--- src/rtl/chaos_pkg.sv ---
// Package: shared defaults and the shift-register step used by the
// Gold generators. Assumes a register state never exceeds 32 bits.
package chaos_pkg;

    localparam int          DEF_WIDTH   = 16;
    localparam int          DEF_FRAC    = 14;
    localparam int          DEF_DEG     = 5;
    localparam logic [31:0] DEF_TAPS_A  = 32'h05;
    localparam logic [31:0] DEF_TAPS_B  = 32'h1D;
    localparam logic [31:0] DEF_SEED_A  = 32'h01;
    localparam logic [31:0] DEF_SEED_B0 = 32'h01;
    localparam logic [31:0] DEF_SEED_B1 = 32'h13;

    // One Fibonacci step: shift toward bit 0, parity of tapped bits enters at the top.
    function automatic logic [31:0] lfsr_advance(input logic [31:0] st,
                                                 input logic [31:0] taps,
                                                 input int          deg);
        logic fb;
        fb = ^(st & taps);
        lfsr_advance = (st >> 1) | ({31'd0, fb} << (deg - 1));
    endfunction

endpackage

--- src/rtl/gold_gen.sv ---
// Gold sequence generator: XOR of bit 0 of two equal-degree shift registers.
// Assumes both seeds are nonzero and both tap sets are maximal-length.
module gold_gen
    import chaos_pkg::*;
#(
    parameter int          DEG    = DEF_DEG,
    parameter logic [31:0] TAPS_A = DEF_TAPS_A,
    parameter logic [31:0] TAPS_B = DEF_TAPS_B,
    parameter logic [31:0] SEED_A = DEF_SEED_A,
    parameter logic [31:0] SEED_B = DEF_SEED_B0
) (
    input  logic clk,
    input  logic rst_n,
    input  logic reload,
    input  logic advance,
    output logic bit_o
);

    logic [DEG-1:0] reg_a, reg_b;
    logic [31:0]    next_a, next_b;

    // Next register contents, computed at full package width.
    always_comb begin
        next_a = lfsr_advance(32'(reg_a), TAPS_A, DEG);
        next_b = lfsr_advance(32'(reg_b), TAPS_B, DEG);
    end

    // Load seeds on reset/reload, otherwise step both registers together.
    always_ff @(posedge clk) begin
        if (!rst_n || reload) begin
            reg_a <= SEED_A[DEG-1:0];
            reg_b <= SEED_B[DEG-1:0];
        end else if (advance) begin
            reg_a <= next_a[DEG-1:0];
            reg_b <= next_b[DEG-1:0];
        end
    end

    // Output bit combines the low bits of both registers.
    assign bit_o = reg_a[0] ^ reg_b[0];

    initial begin
        p_seed_nonzero_r4: assert (SEED_A[DEG-1:0] != '0 && SEED_B[DEG-1:0] != '0)
            else $error("Gold seeds must be nonzero");
    end

    // A maximal-length register never reaches the all-zero lock-up state.
    p_lfsr_alive_r4: assert property (@(posedge clk) disable iff (!rst_n)
        (reg_a != '0) && (reg_b != '0));

endmodule

--- src/rtl/cheb_map.sv ---
// Combinational Chebyshev map step in signed fixed point.
// ORDER selects T2 (2) or T3 (3). The result has its LSB XORed with inj_i
// and is then clamped to [-1, +1]. Assumes the input is already in range.
module cheb_map #(
    parameter int ORDER = 2,
    parameter int W     = 16,
    parameter int FRAC  = 14
) (
    input  logic [W-1:0] s_i,
    input  logic         inj_i,
    output logic [W-1:0] nxt_o
);

    localparam int                    PW    = 2 * W;
    localparam logic signed [PW-1:0]  ONE_Q = PW'(1) <<< FRAC;

    logic signed [PW-1:0] s_ext, sq, sq_q, poly, flipped;

    // Sign-extend the state and form its truncated square.
    always_comb begin
        s_ext = PW'($signed(s_i));
        sq    = s_ext * s_ext;
        sq_q  = sq >>> FRAC;
    end

    // Select the polynomial from the order parameter.
    generate
        if (ORDER == 2) begin : g_quad
            assign poly = (sq_q <<< 1) - ONE_Q;
        end else begin : g_cubic
            logic signed [PW-1:0] cube, cube_q;
            assign cube   = sq_q * s_ext;
            assign cube_q = cube >>> FRAC;
            assign poly   = (cube_q <<< 2) - (s_ext * PW'(3));
        end
    endgenerate

    // Inject the random bit into the LSB, then saturate to the unit interval.
    always_comb begin
        flipped = poly ^ {{(PW-1){1'b0}}, inj_i};
        if (flipped > ONE_Q)
            nxt_o = W'(ONE_Q);
        else if (flipped < -ONE_Q)
            nxt_o = W'(-ONE_Q);
        else
            nxt_o = W'(flipped);
    end

    initial begin
        p_order_legal_r2: assert (ORDER == 2 || ORDER == 3)
            else $error("cheb_map supports orders 2 and 3 only");
    end

endmodule

--- src/rtl/chaos_pair_gen.sv ---
// Top: two chaotic sources (orders 2 and 3) with bit-harnessed LSBs.
// Each source owns a Gold generator and a state register. A step advances
// all of them; a reset or seed_load restarts them. Assumes the INIT values
// lie in [-1, +1] and are not fixed points of their maps.
module chaos_pair_gen
    import chaos_pkg::*;
#(
    parameter int          WIDTH    = DEF_WIDTH,
    parameter int          FRAC     = DEF_FRAC,
    parameter int          LFSR_DEG = DEF_DEG,
    parameter logic [31:0] TAPS_A   = DEF_TAPS_A,
    parameter logic [31:0] TAPS_B   = DEF_TAPS_B,
    parameter logic [31:0] GSEED_A  = DEF_SEED_A,
    parameter logic [31:0] GSEED_B0 = DEF_SEED_B0,
    parameter logic [31:0] GSEED_B1 = DEF_SEED_B1,
    parameter int          INIT0    = 4915,
    parameter int          INIT1    = -7373
) (
    input  logic             clk,
    input  logic             rst_n,
    input  logic             step_en,
    input  logic             seed_load,
    output logic [WIDTH-1:0] src0_o,
    output logic [WIDTH-1:0] src1_o,
    output logic             out_valid_o
);

    localparam int NSRC = 2;
    localparam int ONE  = 1 << FRAC;

    logic [WIDTH-1:0] state_q [NSRC];
    logic             valid_q;

    generate
        for (genvar i = 0; i < NSRC; i++) begin : g_src
            localparam int          ORD   = i + 2;
            localparam logic [31:0] BSEED = (i == 0) ? GSEED_B0 : GSEED_B1;
            localparam int          INITV = (i == 0) ? INIT0 : INIT1;

            logic             gbit;
            logic [WIDTH-1:0] nxt;

            gold_gen #(
                .DEG    (LFSR_DEG),
                .TAPS_A (TAPS_A),
                .TAPS_B (TAPS_B),
                .SEED_A (GSEED_A),
                .SEED_B (BSEED)
            ) u_gold (
                .clk     (clk),
                .rst_n   (rst_n),
                .reload  (seed_load),
                .advance (step_en),
                .bit_o   (gbit)
            );

            cheb_map #(
                .ORDER (ORD),
                .W     (WIDTH),
                .FRAC  (FRAC)
            ) u_map (
                .s_i   (state_q[i]),
                .inj_i (gbit),
                .nxt_o (nxt)
            );

            // State register: seed on reset/reload, new map value on a step.
            always_ff @(posedge clk) begin
                if (!rst_n || seed_load)
                    state_q[i] <= WIDTH'(INITV);
                else if (step_en)
                    state_q[i] <= nxt;
            end
        end
    endgenerate

    // Valid strobe marks the cycle after each accepted step.
    always_ff @(posedge clk) begin
        if (!rst_n || seed_load)
            valid_q <= 1'b0;
        else
            valid_q <= step_en;
    end

    assign src0_o      = state_q[0];
    assign src1_o      = state_q[1];
    assign out_valid_o = valid_q;

    initial begin
        p_init_ok_r1: assert (INIT0 >= -ONE && INIT0 <= ONE && INIT1 >= -ONE && INIT1 <= ONE
                              && INIT0 != ONE && INIT0 != -(ONE / 2)
                              && INIT1 != 0 && INIT1 != ONE && INIT1 != -ONE)
            else $error("INIT values out of range or at a map fixed point");
    end

    p_hold_r5: assert property (@(posedge clk) disable iff (!rst_n)
        (!step_en && !seed_load) |=> ($stable(src0_o) && $stable(src1_o)));

    p_valid_after_step_r6: assert property (@(posedge clk) disable iff (!rst_n)
        (step_en && !seed_load) |=> out_valid_o);

    p_valid_idle_r6: assert property (@(posedge clk) disable iff (!rst_n)
        (!step_en) |=> !out_valid_o);

    p_no_overflow_r7: assert property (@(posedge clk) disable iff (!rst_n)
        ($signed(src0_o) <= ONE) && ($signed(src0_o) >= -ONE) &&
        ($signed(src1_o) <= ONE) && ($signed(src1_o) >= -ONE));

    p_seed_priority_r8: assert property (@(posedge clk) disable iff (!rst_n)
        seed_load |=> (src0_o == WIDTH'(INIT0)) && (src1_o == WIDTH'(INIT1)) && !out_valid_o);

endmodule

--- config.mk ---
export PLATFORM = sky130hd
export DESIGN_NAME = chaos_pair_gen
export DESIGN_NICKNAME = d
export VERILOG_FILES = /design/src/rtl/chaos_pkg.sv /design/src/rtl/gold_gen.sv /design/src/rtl/cheb_map.sv /design/src/rtl/chaos_pair_gen.sv
export SDC_FILE = /design/constraint.sdc
export NUM_CORES = 2
export LEC_CHECK = 0
export BUFFER_PORTS_ARGS = -buffer_cell sky130_fd_sc_hd__buf_2
export CORE_MARGIN = 4
export CORE_UTILIZATION = 57
export DETAILED_ROUTE_END_ITERATION = 12
export GPL_ROUTABILITY_DRIVEN = 0
export PLACE_DENSITY = 0.77
export SYNTH_ARGS = -nofsm -noshare
export SYNTH_HDL_FRONTEND = slang
export SYNTH_SLANG_ARGS = --single-unit
export TNS_END_PERCENT = 1
--- constraint.sdc ---
create_clock -name clk -period 16.8 [get_ports clk]
set_input_delay 0.84 -clock clk [delete_from_list [all_inputs] [get_ports clk]]
set_output_delay 0.84 -clock clk [all_outputs]
set_load 0.02 [all_outputs]
Word level (Yosys, flattened, before mapping)
Memories as Yosys holds them, arrays and structs flattened.
Cells that the tools add are included.
Word-level totals
  memories kept: 1
  logic and storage cells: 43
  bits of input ports: 4
  bits in registers: 21
  memory bits (writable): 32
Cells by class
  bitwise gates (word level): 10
  reduce and logical (&&, ||, !) cells: 6
  add/sub/neg operators: 2
  multiply operators: 4
  magnitude comparators: 4
  muxes and demuxes: 11
Memory list
  state_q: words 2, width 16, rd ports 2, clocked after Yosys merged registers in 0, write ports 2, RTL line chaos_pair_gen.sv:31  | logic [WIDTH-1:0] state_q [NSRC];
Operator list (number)
  XOR reduction 32 bit: 4
  2-to-1 mux 16 bit: 6
  > comparator 32 x 16 -> 1 bit (second input constant): 2
  < comparator 32 x 15 -> 1 bit (second input constant): 2
  multiplier 16 x 16 -> 32 bit: 2
  XOR 32 x 1 -> 32 bit: 2
  multiplier 18 x 16 -> 32 bit: 1
  subtractor 20 x 19 -> 21 bit: 1
  OR 4 x 5 -> 5 bit: 4
  subtractor 19 x 16 -> 20 bit (second input constant): 1
  multiplier 16 x 3 -> 19 bit (second input constant): 1
  2-to-1 mux 1 bit: 5
  OR 1 bit: 2
  XOR 1 bit: 2
  zero test 1 bit: 1
  logical OR 1 bit: 1

Longest topological paths before layout
  word-level depth: 8
  depth in mapped cells: 70

Cells and area by module
From an unflattened synthesis, not the netlist that was laid out.
Unflattened totals
  cells, all modules: 3532
  area, all modules: 32434.9 µm²
By module, submodules not included
  cheb_map (g_src[1].u_map): seq. area each 0.0 µm², instances 1, cells an instance 2280, area an instance 20449.6 µm²
  cheb_map (g_src[0].u_map): seq. area each 0.0 µm², instances 1, cells an instance 1100, area an instance 9770.6 µm²
  chaos_pair_gen: seq. area each 980.9 µm², instances 1, cells an instance 76, area an instance 1412.6 µm²
  gold_gen (g_src[1].u_gold): seq. area each 200.2 µm², instances 1, cells an instance 38, area an instance 402.9 µm²
  gold_gen (g_src[0].u_gold): seq. area each 200.2 µm², instances 1, cells an instance 38, area an instance 399.1 µm²

Worst setup path after synthesis
OpenSTA, ideal clock, no wires.
  path type: register to register
  from: mem state_q[1][3] in the netlist's numbering
  to: mem state_q[1][11] in the netlist's numbering, data pin
  data arrival time: 15132 ps
  data required time: 16610 ps
  path buffers: 5
  cell stages (with the launch flop): 64
  path slack: 1478 ps
  library setup time: 190 ps
  cells stage by stage: edfxtp_1 -> clkbuf_1 -> clkbuf_1 -> nand2_1 -> fa_1 -> fa_1 -> inv_1 -> fa_1 -> fa_1 -> inv_1 -> fa_1 -> fa_1 -> inv_1 -> ha_1 -> a21o_1 -> a21o_1 -> a21oi_1 -> a21boi_0 -> [... 28 more ...] -> a21oi_1 -> o21bai_1 -> xor2_1 -> fa_1 -> ha_1 -> clkbuf_1 -> a21o_1 -> a21o_1 -> a21o_1 -> nand2b_1 -> nor2_1 -> o21ai_2 -> a2111oi_0 -> nand3b_1 -> and4_1 -> clkbuf_1 -> nand3b_4 -> a2111oi_2
RTL lines (RTL line)
  from (decl): chaos_pair_gen.sv:31

==> flow_summary.yaml <==
outcome:
  outcome: "completed"
global_routing:
  grt_pass1_vias: 24938
  grt_usage_pct: 26.1
  antenna_found_initial: 2
  grt_pass1_wl_mm: 124
  grt-ovfl-total: 0
  grt_max_degree: 33
drt:
  wl_met2_mm: 35.8
  wl_per_cell_um: 17.6
  drtAntennaViolNets: 0
  vias: 22750
  met1Wirelength_mm: 28.6
  dr_wl_met3_mm: 5.45
  highest_layer: "met5"
  vias_per_cell: 5.45
  drt-initial-drc-count: 1608
  route.detailed.drc: 0
  wirelength_mm: 73.6
  drtPass1Iterations: 6
synth:
  synth_edf_count: 32
  synthFlopType: "edfxtp_1"
  synth_cell_types: 83
  synth_compound_area_share_pct: 5.81
  synth_adder_area_share_pct: 60.3
  synthArstFlopShare_pct: 0
  synth-seq-cells: 53
  synth.area.mux_share_pct: 0.814
  synthXorXnorAreaFrac_pct: 3.32
  ys_seq_area_share_pct: 4.36
  synth_top_family_by_area: "adder cells"
  synthSimpleGateAreaFrac_pct: 12.7
  ys_warn_count: 0
  synthesis.area_mm2: 0.0317
  syn_area_per_cell_um2: 9.25
  synthCells: 3423
  syn_nets: 4493
clock_network:
  path_clk_slew_ns: 0.08
  clock_latency_ns: 0.31
  cts.sinks: 53
  clock_path_buffers: 2
  ctsHoldBuffers: 0
  cts_root_buf: "clkbuf_16"
  h-tree-depth: 2
  cts_tree: "built"
  cts_inserted_buffers: 5
floorplan:
  core-area_mm2: 0.0550
  ios: 37
  die_x_um: 244
  design.die.area_mm2: 0.0594
  start_util_pct: 57.6
  die_height_um: 244
  rows: 86
placed_design:
  port_buffers: 36
  hpwlAfterDp_mm: 61.1
  placed_area_mm2: 0.0328
setup_path:
  path_max_fanout: 29
  end_kind: "register"
  critPathArrivalTime_ns: 16.28
  crit_top_cell: "fa_1"
  path_class: "register to register"
  worstPathBufferInverterCount: 7
  cp_top_family: "adder cells"
  max_stage_delay_ns: 0.69
  rrSetupSlack_ns: 0.64
  crit_required_ns: 16.91
  start_kind: "register"
  critPathSlowestCell: "fa_1"
finish:
  stdcell_area_mm2: 0.0332
  diodes: 0
  nNetsFinal: 4498
  multi_input_area_mm2: 0.0263
  fin_util_pct: 60.3
  filler_cell_count: 4617
  drive_gt1_share_pct: 4.87
  regArea_mm2: 0.00138
  area_growth_pct: 4.74
run:
  maxCapViolCount: 0
timing:
  fin_crit_ns: 16.16
  finalSetupViolations: 0
  worst_slew_pin_slew_ns: 0.999
  fmax_ghz: 0.0619
  hold_viol: 0
  period_share_pct: 96.2
  maxSlewHeadroom_pct: 32.5
  slew_viol_final: 0
  fin_tns_setup_ns: 0
  rsz0062_at_grt: "false"
  clock_skew_ns: 0.00558
  whs_ns: 0.477
hold_path:
  hp-class: "register to register"
routing by layer:
metal  global-route usage [%]  vias up
met3                     4.39      231
li1                         -    10168
met5                        0        -
met4                     10.4        2
met1                     33.8    11502
met2                     44.1      847
final timing paths:
check / start / endpoint / cells past startpoint
min: g_src[1].u_gold.reg_b[1] / g_src[1].u_gold.reg_b[1] / 2
min reg2reg: g_src[1].u_gold.reg_b[1] / g_src[1].u_gold.reg_b[1] / 2
max reg2reg: state_q[1][10] / state_q[1][11] / 50
max: state_q[1][10] / state_q[1][11] / 50
timing repair:
action | CTS | global route
buffers inserted | 0 | 12
gates resized for setup | 0 | 22
endpoints found under the setup margin | 0 | 15
cell type report:
class                      instances  share of cell area [%]
inverter                         959                    10.9
multi-input combinational       2299                    79.4
clock buffer                       5                   0.377
sequential                        53                    4.17
timing repair buffer             110                    2.28
clock inverter                     3                  0.0868
tap                              748                    2.82
worst reg2reg max path: cells and delay by family, from the launching register on:
kind | cells | cell delay (ns)
adders and majority gates | 17 | 7.87
AOI/OAI and AO/OA | 16 | 4.31
and+or+nand+nor | 9 | 1.88
buffers and inverters | 7 | 1.11
DFF | 1 | 0.68
xor gates and xnor gates | 1 | 0.13
cells by family (layout without fill, tap and decap cells):
| kind of cell | after synthesis | after routing |
|---|---|---|
| AO/OA/AOI/OAI | 263 | 263 |
| XOR/XNOR | 120 | 120 |
| adder cells (fa/ha/maj) | 1066 | 1066 |
| buffers and inverters | 1071 | 1077 |
| flip-flops | 53 | 53 |
| multiplexers | 25 | 25 |
| AND/OR/NAND/NOR | 825 | 825 |
cell usage after synthesis, types with 19 or more instances:
library cell | count | area [µm²]
a21o_1 | 27 | 203
a21oi_1 | 69 | 345
and2_1 | 199 | 1240
and3_1 | 23 | 144
clkbuf_1 | 100 | 375
dfxtp_1 | 21 | 420
edfxtp_1 | 32 | 961
fa_1 | 765 | 15300
ha_1 | 301 | 3770
inv_1 | 956 | 3590
mux2i_1 | 19 | 190
nand2_1 | 331 | 1240
nand2b_1 | 23 | 144
nand3_1 | 23 | 115
nand4_1 | 22 | 138
nor2_1 | 119 | 447
nor3_1 | 37 | 185
o21ai_0 | 36 | 180
xnor2_1 | 87 | 762
xor2_1 | 33 | 289
stage by stage:
stage | instances | setup WS (ns)
after CTS | 4165 | 0.417
final | 4177 | 0.638
after global routing | 4177 | 0.0182
after detailed placement | 4157 | 0.489
after global placement | 4157 | 0.638
after floorplan | 3423 | 1.48
placed cells by master, fill, tap and decap left out, drive strengths merged, types with 6 or more instances in the layout:
cell type / count
a21oi: 70
nand4: 22
o21ai: 43
buf: 110
xnor2: 87
or2: 8
a31oi: 11
ha: 301
a211oi: 12
a31o: 7
nand2b: 23
mux2: 6
fa: 765
and3: 23
inv: 958
nor3: 38
nor4: 9
nor2b: 8
or3: 7
nor2: 119
xor2: 33
edfxtp: 32
nand2: 331
mux2i: 19
o211ai: 7
and2: 199
nand3: 24
a21o: 27
o21a: 17
o21bai: 11
dfxtp: 21
state kept, by name (all words and copies together) (netlist names):
name                cells
g_src.u_gold.reg_b     10
state_q                32
out_valid_o             1
g_src.u_gold.reg_a     10
Power is left out: the tool's default activity adds up to more than one toggle a clock period on the data nets, which glitch-free logic cannot reach.
